===== config.mk =====
export PLATFORM = sky130hd
export DESIGN_NAME = cvt_sat_unit
export DESIGN_NICKNAME = d
export VERILOG_FILES = /design/src/rtl/cvt_sat_pkg.sv /design/src/rtl/cvt_sat_range.sv /design/src/rtl/cvt_sat_select.sv /design/src/rtl/cvt_sat_status.sv /design/src/rtl/cvt_sat_unit.sv
export SDC_FILE = /design/constraint.sdc
export NUM_CORES = 1
export LEC_CHECK = 0
export ABC_AREA = 1
export CORE_UTILIZATION = 30
export CTS_CLUSTER_SIZE = 16
export DETAILED_ROUTE_END_ITERATION = 8
export DONT_BUFFER_PORTS = 1
export GPL_ROUTABILITY_DRIVEN = 0
export GPL_TIMING_DRIVEN = 0
export PLACE_DENSITY_LB_ADDON = 0.3
export SLEW_MARGIN = 20
export SYNTH_ARGS = -nofsm -noshare
export SYNTH_HDL_FRONTEND = slang
export SYNTH_SLANG_ARGS = --single-unit

===== constraint.sdc =====
create_clock -name clk -period 1.3 [get_ports clk]
set_input_delay 0.13 -clock clk [delete_from_list [all_inputs] [get_ports clk]]
set_output_delay 0.13 -clock clk [all_outputs]
set_load 0.1 [all_outputs]

===== src/rtl/cvt_sat_pkg.sv =====
package cvt_sat_pkg;
  localparam int DW    = 64;
  localparam int HW    = 32;
  localparam int CSR_W = 32;

  typedef struct packed {
    logic pos;
    logic neg;
  } ovf_t;

  // smallest positive magnitude that no longer fits the target
  function automatic logic [DW-1:0] pos_limit(input logic wide);
    logic [DW-1:0] one;
    one = {{(DW-1){1'b0}}, 1'b1};
    return wide ? (one << (DW-1)) : (one << (HW-1));
  endfunction

  // Range test on sign-magnitude: positive fails at mag >= limit,
  // negative fails only above it (the negative end is one wider).
  function automatic ovf_t classify(input logic sgn, input logic huge,
                                    input logic [DW-1:0] mag, input logic wide);
    ovf_t r;
    logic [DW-1:0] lim;
    lim   = pos_limit(wide);
    r.pos = !sgn && (huge || (mag >= lim));
    r.neg = sgn && (huge || (mag > lim));
    return r;
  endfunction

  function automatic logic [DW-1:0] to_twos(input logic sgn, input logic [DW-1:0] mag,
                                            input logic wide);
    logic [DW-1:0] t;
    t = sgn ? (~mag + {{(DW-1){1'b0}}, 1'b1}) : mag;
    if (!wide) t = {{(DW-HW){t[HW-1]}}, t[HW-1:0]};
    return t;
  endfunction

  function automatic logic [DW-1:0] pos_code(input logic wide);
    return wide ? {1'b0, {(DW-1){1'b1}}} : {{(DW-HW+1){1'b0}}, {(HW-1){1'b1}}};
  endfunction

  function automatic logic [DW-1:0] neg_code(input logic wide);
    return wide ? {1'b1, {(DW-1){1'b0}}} : {{(DW-HW+1){1'b1}}, {(HW-1){1'b0}}};
  endfunction
endpackage


===== src/rtl/cvt_sat_range.sv =====
module cvt_sat_range
  import cvt_sat_pkg::*;
(
  input  logic          in_wide,
  input  logic          src_nan,
  input  logic          src_inf,
  input  logic          rnd_sign,
  input  logic          rnd_huge,
  input  logic [DW-1:0] rnd_mag,
  output logic          ovf_pos,
  output logic          ovf_neg,
  output logic          nan_hit,
  output logic          oor_hit
);
  ovf_t cls;

  always_comb begin
    cls     = classify(rnd_sign, rnd_huge | src_inf, rnd_mag, in_wide);
    nan_hit = src_nan;
    ovf_pos = !src_nan && cls.pos;
    ovf_neg = !src_nan && cls.neg;
    oor_hit = ovf_pos | ovf_neg;
  end
endmodule


===== src/rtl/cvt_sat_select.sv =====
module cvt_sat_select
  import cvt_sat_pkg::*;
(
  input  logic          mode_nan,
  input  logic          in_wide,
  input  logic          nan_hit,
  input  logic          ovf_pos,
  input  logic          ovf_neg,
  input  logic          rnd_sign,
  input  logic [DW-1:0] rnd_mag,
  output logic [DW-1:0] dst
);
  always_comb begin
    if (!(nan_hit || ovf_pos || ovf_neg)) dst = to_twos(rnd_sign, rnd_mag, in_wide);
    else if (!mode_nan)                   dst = pos_code(in_wide);
    else if (nan_hit)                     dst = '0;
    else if (ovf_pos)                     dst = pos_code(in_wide);
    else                                  dst = neg_code(in_wide);
  end
endmodule


===== src/rtl/cvt_sat_status.sv =====
module cvt_sat_status
  import cvt_sat_pkg::*;
#(
  parameter int NEWER_VARIANT = 1,
  parameter int NAN_BIT       = 18,
  parameter int OVF_BIT       = 2,
  parameter int INV_BIT       = 4
) (
  input  logic             clk,
  input  logic             rst_n,
  input  logic             wr_en,
  input  logic [CSR_W-1:0] wr_data,
  input  logic             set_ovf,
  input  logic             set_inv,
  output logic [CSR_W-1:0] csr_q
);
  localparam logic [CSR_W-1:0] NAN_MASK = CSR_W'(1) << NAN_BIT;
  localparam logic [CSR_W-1:0] OVF_MASK = CSR_W'(1) << OVF_BIT;
  localparam logic [CSR_W-1:0] INV_MASK = CSR_W'(1) << INV_BIT;
  localparam logic [CSR_W-1:0] RST_VAL  = (NEWER_VARIANT != 0) ? NAN_MASK : '0;

  logic [CSR_W-1:0] wr_val;
  logic [CSR_W-1:0] flag_set;

  generate
    if (NEWER_VARIANT != 0) begin : g_nan_on
      assign wr_val = wr_data | NAN_MASK;
    end else begin : g_nan_off
      assign wr_val = wr_data & ~NAN_MASK;
    end
  endgenerate

  assign flag_set = (set_ovf ? OVF_MASK : '0) | (set_inv ? INV_MASK : '0);

  always_ff @(posedge clk or negedge rst_n) begin
    if (!rst_n)     csr_q <= RST_VAL;
    else if (wr_en) csr_q <= wr_val;
    else            csr_q <= csr_q | flag_set;
  end
endmodule


===== src/rtl/cvt_sat_unit.sv =====
module cvt_sat_unit
  import cvt_sat_pkg::*;
#(
  parameter int NEWER_VARIANT = 1,
  parameter int NAN_BIT       = 18,
  parameter int OVF_BIT       = 2,
  parameter int INV_BIT       = 4
) (
  input  logic             clk,
  input  logic             rst_n,
  input  logic             in_valid,
  input  logic             in_wide,
  input  logic             src_nan,
  input  logic             src_inf,
  input  logic             rnd_sign,
  input  logic             rnd_huge,
  input  logic [DW-1:0]    rnd_mag,
  input  logic             csr_we,
  input  logic [CSR_W-1:0] csr_wdata,
  output logic             out_valid,
  output logic [DW-1:0]    out_data,
  output logic [CSR_W-1:0] csr_rd
);
  logic          ovf_pos, ovf_neg, nan_hit, oor_hit;
  logic          mode_bit;
  logic [DW-1:0] dst_d;
  logic          set_ovf, set_inv;

  cvt_sat_range u_range (
    .in_wide (in_wide),  .src_nan (src_nan),  .src_inf (src_inf),
    .rnd_sign(rnd_sign), .rnd_huge(rnd_huge), .rnd_mag (rnd_mag),
    .ovf_pos (ovf_pos),  .ovf_neg (ovf_neg),  .nan_hit (nan_hit),
    .oor_hit (oor_hit)
  );

  assign mode_bit = csr_rd[NAN_BIT];

  cvt_sat_select u_select (
    .mode_nan(mode_bit), .in_wide (in_wide),  .nan_hit(nan_hit),
    .ovf_pos (ovf_pos),  .ovf_neg (ovf_neg),  .rnd_sign(rnd_sign),
    .rnd_mag (rnd_mag),  .dst     (dst_d)
  );

  assign set_ovf = in_valid && oor_hit;
  assign set_inv = in_valid && (oor_hit || nan_hit);

  cvt_sat_status #(
    .NEWER_VARIANT(NEWER_VARIANT), .NAN_BIT(NAN_BIT),
    .OVF_BIT(OVF_BIT), .INV_BIT(INV_BIT)
  ) u_status (
    .clk(clk), .rst_n(rst_n), .wr_en(csr_we), .wr_data(csr_wdata),
    .set_ovf(set_ovf), .set_inv(set_inv), .csr_q(csr_rd)
  );

  always_ff @(posedge clk or negedge rst_n) begin
    if (!rst_n) begin
      out_valid <= 1'b0;
      out_data  <= '0;
    end else begin
      out_valid <= in_valid;
      if (in_valid) out_data <= dst_d;
    end
  end
endmodule


==> summary.md, run 1 <==
| Metric | Value |
|---|---|
| Status | complete, but fails checks |
| Failing checks | hold timing, setup timing |
| Final Cycle Share | 1.43 |
| Clock root buffer | clkbuf_16 |
| Final setup fails | 67 |
| Overall Global Routing Usage | 0.223 |
| Yosys warns | 0 |
| Initial Utilization | 0.307 |
| Fin. Hold Viols | 97 |
| Die height | 154 µm |
| Die Area | 23800 µm² |
| P&R area growth vs syn | 27.2% |
| Routed len/inst | 17.4 µm |
| Largest net degree at the start of global routing | 98 |
| CTS Sinks | 97 |
| Async set or reset register ratio after synthesis | 1.00 |
| I/O Buffers | 0 |
| FF-to-FF path depth | 6 |
| Share of layout cells above drive strength 1 | 0.209 |
| CP max FO | 10 |
| Number of global-route vias before repair | 7331 |
| Detailed Route WL | 26100 µm |
| Hold Worst Slack | -0.547 ns |
| Max-cap violation count | 0 |
| Die W | 154 µm |
| Slew Limit Fails | 0 |
| Mean Syn Cell Area | 6.21 µm² |
| Synth Net Count | 1230 |
| Critical-path cell list | inv_1, ha_2, nand3_2, nor2_4, nand3_4, nor2_4, nand3_1, nand3_2, nand3_4, buf_4, nand3_4, nand2_4, buf_8, nor2_2, nor2_2 |
| Via count | 7554 |
| Synthesized area | 6970 µm² |
| Core Area | 22700 µm² |
| Post-synth EDFFs | 0 |
| Ports | 202 |
| Cts hold-fix bufs | 57 |
| Post-layout power | 10.6 mW |
| Worst-Margin Slew | 0.650 ns |
| Startpoint class of the critical path | input port |
| Power per cell area | 1200 nW/µm² |
| Post-place setup slack | -1.05 ns |
| Commonest cells post-synth | 440 x nand2_1, 206 x nor2_1, 96 x dfrtp_1 |
| R2R setup slack | -0.15 ns |
| Worst reg2reg endpoint | out_data[28] |
| DRT Pass-1 Iters | 5 |
| Leading area contributor after synthesis | dfrtp_1 |
| Worst VDD drop | 0.586 mV |
| Synth area leaders | dfrtp_1 34%, nand2_1 24%, nor2_1 11%, nand3_1 5.9%, inv_1 3.6% |
| 1st-iter DRT viols | 642 |
| Final Worst Setup Slack | -0.555 ns |
| # rows | 55 |
| Via/cell ratio | 5.04 |
| FF+latch count, synth | 97 |
| Nets | 1318 |
| Unrepaired setup endpoints after global routing | true |
| Sequential-to-total area share from yosys stat | 0.348 |
| Critical Path RT | 1.55 ns |
| Synth cell types | 31 |
| Post-synthesis cell count | 1122 |
| Count leader, synth | nand2_1 |
| Worst hold path type | in -> async |
| Num CTS Buffers | 9 |
| Top FF cell, synth | dfrtp_1 |
| DRC viols | 0 |
| WP data arrival | 2.10 ns |
| Clock-pin slew of the registers on the worst-case setup and hold paths | 0.08 ns |
| Global-route wire length before repair | 40700 µm |
| Worst Setup Path Type | in -> reg |
| CTS tree | done |
| Slowest cell delay on critical path | 0.27 ns |
| Initial antenna violation count | 0 |
| Crit path capture type | flop |
| Post-route minimum period | 1.85 ns |
| Layout Skew | 0.0100 ns |
| Clock latency at the later pin of the worst-skew pair | 0.36 ns |
| Ant diodes | 0 |
| Top cell type's share of synthesized area | 0.345 |
| GR Overflow Total | 0 |
| Crit path max-delay cell type | ha_2 |
| H-tree level count | 3 |
| Crit path top cell by count | nand3_4 |
| Pleak | 3.99 nW |
| Fillers | 2422 |
| Slew margin rel. | 0.567 |
| Fmax | 539 MHz |
| Detail Route Antenna Nets | 0 |
| FF-to-FF Start | u_status.csr_q[18] |
| Post-DP HPWL | 20100 µm |
| CTS Buffer Depth | 2 |
==> kinds of logic (layout without fill, tap and decap cells) <==
group | count (synthesis) | after routing | share of synthesized area
buf+inv | 121 | 214 | 0.0729
flops | 97 | 97 | 0.348
xor+xnor | 29 | 29 | 0.0364
compound gates | 80 | 80 | 0.0635
fa+ha+maj | 3 | 3 | 0.00539
simple gates | 792 | 792 | 0.473
==> registers in the layout, indices dropped and copies added (netlist names) <==
| register | cells |
|---|---|
| u_status.csr_q | 32 |
| out_data | 64 |
| out_valid | 1 |
==> critical path: cells and delay by family <==
kind / cells / cell delay [ns]
AND/OR/NAND/NOR: 11 / 1.31
adder cells (fa/ha/maj): 1 / 0.27
buffers and inverters: 3 / 0.39
==> final cells by class <==
| class | instances | area, µm² | share of cell area |
|---|---|---|---|
| Inverter | 69 | 277 | 0.0312 |
| Sequential cell | 97 | 2550 | 0.287 |
| Clock buffer | 10 | 239 | 0.0270 |
| Clock inverter | 6 | 55.1 | 0.00621 |
| Timing Repair Buffer | 77 | 783 | 0.0883 |
| Buffer | 52 | 367 | 0.0413 |
| Multi-Input combinational cell | 904 | 4240 | 0.478 |
| Tap cell | 285 | 357 | 0.0402 |
==> what timing repair did <==
item | CTS | global route
endpoints found under the setup margin | 163 | 81
setup buffers | 12 | 4
gates cloned | 4 | 1
endpoints found under the hold margin | 154 | 97
resized for setup | 152 | 47
pin swaps | 13 | 9
==> layer usage <==
layer,GRT usage,part of all wire,vias up,wire length (µm)
li1,-,-,3690,-
met5,0,0,-,0
met4,0.102,0.045,0,1170
met3,0.0656,0.097,71,2540
met1,0.277,0.41,3473,10800
met2,0.355,0.45,320,11600
==> how the worst max path moves through the flow <==
stage               startpoint      endpoint  slack [ns]  cells after the start
finish              rnd_mag[0]  out_data[40]       -0.55                     15
global placement       in_wide  out_data[28]       -1.06                     17
detailed placement     in_wide  out_data[28]       -1.05                     17
global route           in_wide  out_data[40]       -0.68                     18
CTS                    in_wide  out_data[28]       -0.51                     17
floorplan              in_wide  out_data[51]       -0.66                     19
==> placed cells by master, fill, tap and decap left out, types with 13 or more instances in the layout <==
cell / synthesis / layout
a21oi_1: 20 / 16
a31oi_1: 30 / 28
buf_4: 6 / 15
clkbuf_1: 31 / 27
dfrtp_2: 0 / 96
dlygate4sd3_1: 0 / 57
inv_1: 67 / 65
nand2_1: 440 / 416
nand2_2: 2 / 21
nand3_1: 82 / 71
nand3_2: 2 / 13
nor2_1: 206 / 200
nor2_2: 29 / 33
o21ai_0: 27 / 24
xnor2_1: 16 / 16
xor2_1: 13 / 13
==> through the flow <==
| stage | std cells | area, µm² | TNS [ns] | utilization |
|---|---|---|---|---|
| 6_report | 1500 | 8870 | -32.19 | 0.390 |
| 5_1_grt | 1500 | 8870 | -40.73 | 0.390 |
| 4_1_cts | 1495 | 8720 | -32.09 | 0.384 |
| 3_5_place_dp | 1407 | 7380 | -60.25 | 0.325 |
| 3_3_place_gp | 1407 | 7380 | -59.97 | 0.325 |
| 2_1_floorplan | 1122 | 7020 | -39.73 | - |
==> power breakdown <==
part / internal, mW / total, mW / switching, mW / leakage (nW)
combinational: 0.755 / 1.78 / 1.02 / 2.78
sequential: 3.37 / 6.15 / 2.78 / 1.06
clock: 1.39 / 2.68 / 1.29 / 0.146
total: 5.52 / 10.6 / 5.09 / 3.99
Power figures use the tool's default switching activity.
==> run 2, diff against run 1 <==
SYNTH_HIERARCHICAL = 1   (was unset)
clock period = 2.1 ns   (was 1.3 ns; I/O delays follow)
==> summary.md, run 2 <==
| Metric | Value |
|---|---|
| Status | complete, but fails checks |
| Failing checks | hold timing |
| CTS tree | done |
| CP max FO | 8 (-2) |
| Worst-Margin Slew | 0.967 ns (+0.318 ns) |
| Final Cycle Share | 0.968 |
| Count leader, synth | nand2_1 |
| Mean Syn Cell Area | 5.94 µm² (-4.3%) |
| Fin Setup TNS | 0 ns (+32.19 ns) |
| Max-cap violation count | 0 (unchanged) |
| Final setup fails | 0 (-100%) |
| Yosys warns | 6 (+6) |
| Post-synth EDFFs | 0 (unchanged) |
| Slew margin rel. | 0.355 (-0.212) |
| Die height | 159 µm (+2.9%) |
| Routed len/inst | 16.6 µm (-4.7%) |
| DRT Pass-1 Iters | 7 (+2) |
| Via count | 7998 (+5.9%) |
| Post-place setup slack | -0.835 ns (+0.217 ns) |
| Final core utilization | 0.358 (-0.0327) |
| Hold Worst Slack | -0.447 ns (+0.101 ns) |
| Synth Area in Compound Gates | 0.0569 (-0.00663) |
| GR Overflow Total | 0 (unchanged) |
| Worst Setup Path Type | in -> reg |
| Number of global-route vias before repair | 7646 (+4.3%) |
| Die Area | 25300 µm² (+5.9%) |
| I/O Buffers | 0 (unchanged) |
| Unrepaired setup endpoints after global routing | true |
| Clock-pin slew of the registers on the worst-case setup and hold paths | 0.07 ns (about the same) |
| Commonest cells after routing, fill and taps aside | 614 x nand2_1, 174 x nor2_1, 96 x dfrtp_1 |
| Slew Limit Fails | 0 (unchanged) |
| Top cell type's share of synthesized area | 0.325 (-0.0194) |
| Post-DP HPWL | 21500 µm (+7.2%) |
| Fmax | 492 MHz |
| Synth area leaders | dfrtp_1 33%, nand2_1 31%, nor2_1 8.9%, nand3_1 5.7%, o21ai_0 3.1% |
| Commonest non-fill, non-tap cell in the layout | nand2_1 |
| Crit path capture type | flop |
| Critical Path RT | 2.33 ns (+0.78 ns) |
| DRC viols | 0 (unchanged) |
| Share of layout cells above drive strength 1 | 0.106 (-0.104) |
| Ant diodes | 0 (unchanged) |
| Post-synthesis cell count | 1243 (+11%) |
| Initial Utilization | 0.305 (-0.00230) |
| Max reg flops | 64 (unchanged) |
| Xor/xnor share of the synthesized area | 0.00949 (-0.0270) |
| Overall Global Routing Usage | 0.212 (-0.0108) |
| Worst hold path type | in -> async |
| Top FF cell, synth | dfrtp_1 |
| Commonest cells post-synth | 618 x nand2_1, 175 x nor2_1, 96 x dfrtp_1 |
| Fin. Hold Viols | 97 (unchanged) |
| Core Area | 24200 µm² (+6.8%) |
| Largest family of logic cells by synthesized area | simple AND/OR/NAND/NOR gates |
| Power per cell area | 748 nW/µm² (-37%) |
| Post-route minimum period | 2.03 ns |
| CTS Sinks | 97 (unchanged) |
| Synth Area in Adders | 0.00508 (-0.000304) |
| FF+latch count, synth | 97 (unchanged) |
| Largest net degree at the start of global routing | 98 (unchanged) |
| 1st-iter DRT viols | 779 (+21%) |
| H-tree level count | 3 (unchanged) |
| Synth Net Count | 1351 (+9.8%) |
| # rows | 57 (+3.6%) |
| Num CTS Buffers | 9 (unchanged) |
| Worst VDD drop | 0.384 mV (-34%) |
| Async set or reset register ratio after synthesis | 1.00 (unchanged) |
| Die W | 159 µm (+2.9%) |
| P&R area growth vs syn | 17.4% |
| Initial antenna violation count | 0 (unchanged) |
| Post-layout power | 6.49 mW (-39%) |
| Synth cell types | 36 (+16%) |
| Layout Skew | 0.00908 ns (-0.000936 ns) |
| FF-to-FF path depth | 6 (unchanged) |
| Synthesized area | 7390 µm² (+6.0%) |
| Largest Register | out_data |
| CTS Buffer Depth | 2 (unchanged) |
| Via/cell ratio | 4.93 (-2.1%) |
| Detail Route Antenna Nets | 0 (unchanged) |
| Sequential-to-total area share from yosys stat | 0.329 (-0.0197) |
| Detailed Route WL | 26900 µm (+3.0%) |
| Pleak | 4.36 nW (+9.2%) |
| Ports | 202 (unchanged) |
| Biggest regs | out_data (64), u_status/csr_q (32), out_valid (1) |
| Synth Area in Simple Gates | 0.522 (+0.0482) |
| Clock root buffer | clkbuf_16 |
| Nets | 1401 (+6.3%) |
| Leading area contributor after synthesis | dfrtp_1 |
| Multiplexer share of the synthesized area | 0 (unchanged) |
| Final Worst Setup Slack | 0.0669 ns (+0.622 ns) |
| Startpoint class of the critical path | input port |
| WP data arrival | 2.27 ns (+0.17 ns) |
| Clock latency at the later pin of the worst-skew pair | 0.35 ns (about the same) |
| Global-route wire length before repair | 41700 µm (+2.4%) |
run 2: path summary, 6_finish.rpt:
kind | start | end | slack, ns
worst min-delay path | rst_n | u_status/csr_q[0] | -0.45
max in group asynchronous | rst_n | u_status/csr_q[18] | 2.35
min in group clk | csr_wdata[3] | u_status/csr_q[3] | 0.04
worst min register to register | u_status/csr_q[18] | u_status/csr_q[18] | 0.86
worst max register to register | u_status/csr_q[18] | out_data[52] | 0.23
worst max-delay path | in_wide | out_data[52] | 0.07
run 2: power breakdown:
group,internal (mW),leakage (nW),total (mW),switching [mW]
logic,0.424,3.01,1.08,0.652
clock network,0.928,0.133,1.64,0.712
registers,2.04,1.22,3.77,1.74
run 2: cell families after synthesis:
logic type               Yosys count
AO/OA/AOI/OAI                     77
buffers and inverters            119
adder cells (fa/ha/maj)            3
flip-flops                        97
XOR/XNOR                           8
AND/OR/NAND/NOR                  939
run 2: final cells by class:
| cell class | count | area, µm² |
|---|---|---|
| Buffer | 49 | 417 |
| Clock buffer | 12 | 236 |
| Clock inverter | 4 | 53.8 |
| Fill cell | 2680 | 15600 |
| Inverter | 70 | 265 |
| Multi-Input combinational cell | 1027 | 4480 |
| Sequential cell | 97 | 2430 |
| Tap cell | 324 | 405 |
| Timing Repair Buffer | 39 | 385 |
run 2: timing repair:
action / CTS / global route
endpoints found under the hold margin: 125 / 100
hold buffers: 28 / 3
gates resized for setup: 24 / 59
pin swaps: 2 / 8
buffers inserted: 2 / 2
endpoints found under the setup margin: 64 / 64
gates cloned: 0 / 4
run 2: stage by stage:
stage | instance area [µm²] | hold slack, ns | instances
after global placement | 7800 | -0.0828 | 1567
after CTS | 8470 | -0.460 | 1613
after detailed placement | 7800 | -0.0838 | 1567
final | 8680 | -0.447 | 1622
after global routing | 8680 | -0.471 | 1622
after floorplan | 7400 | -0.0856 | 1243
run 2: worst max-delay path: stages:
cell and delay (ns):
inv_1 0.08, ha_4 0.30, inv_1 0.05, nor2_1 0.08, nand2_1 0.06, nor2_1 0.09, nand2_1 0.05, nor2_1 0.13
nand3b_1 0.11, nand3_2 0.11, nand2_2 0.08, inv_2 0.08, nor2_1 0.07, a21oi_2 0.13, nor2_2 0.06, o21ai_4 0.16
buf_8 0.17, nand2_1 0.09, nand2_1 0.08, nand2_1 0.05
run 2: layer usage:
layer	wire length [µm]	vias to the layer above	part of all wire	global-route usage
li1	-	3964	-	-
met1	10800	3630	0.40	0.251
met2	12500	348	0.47	0.359
met3	2710	56	0.10	0.0601
met4	890	0	0.033	0.0857
met5	0	-	0	0
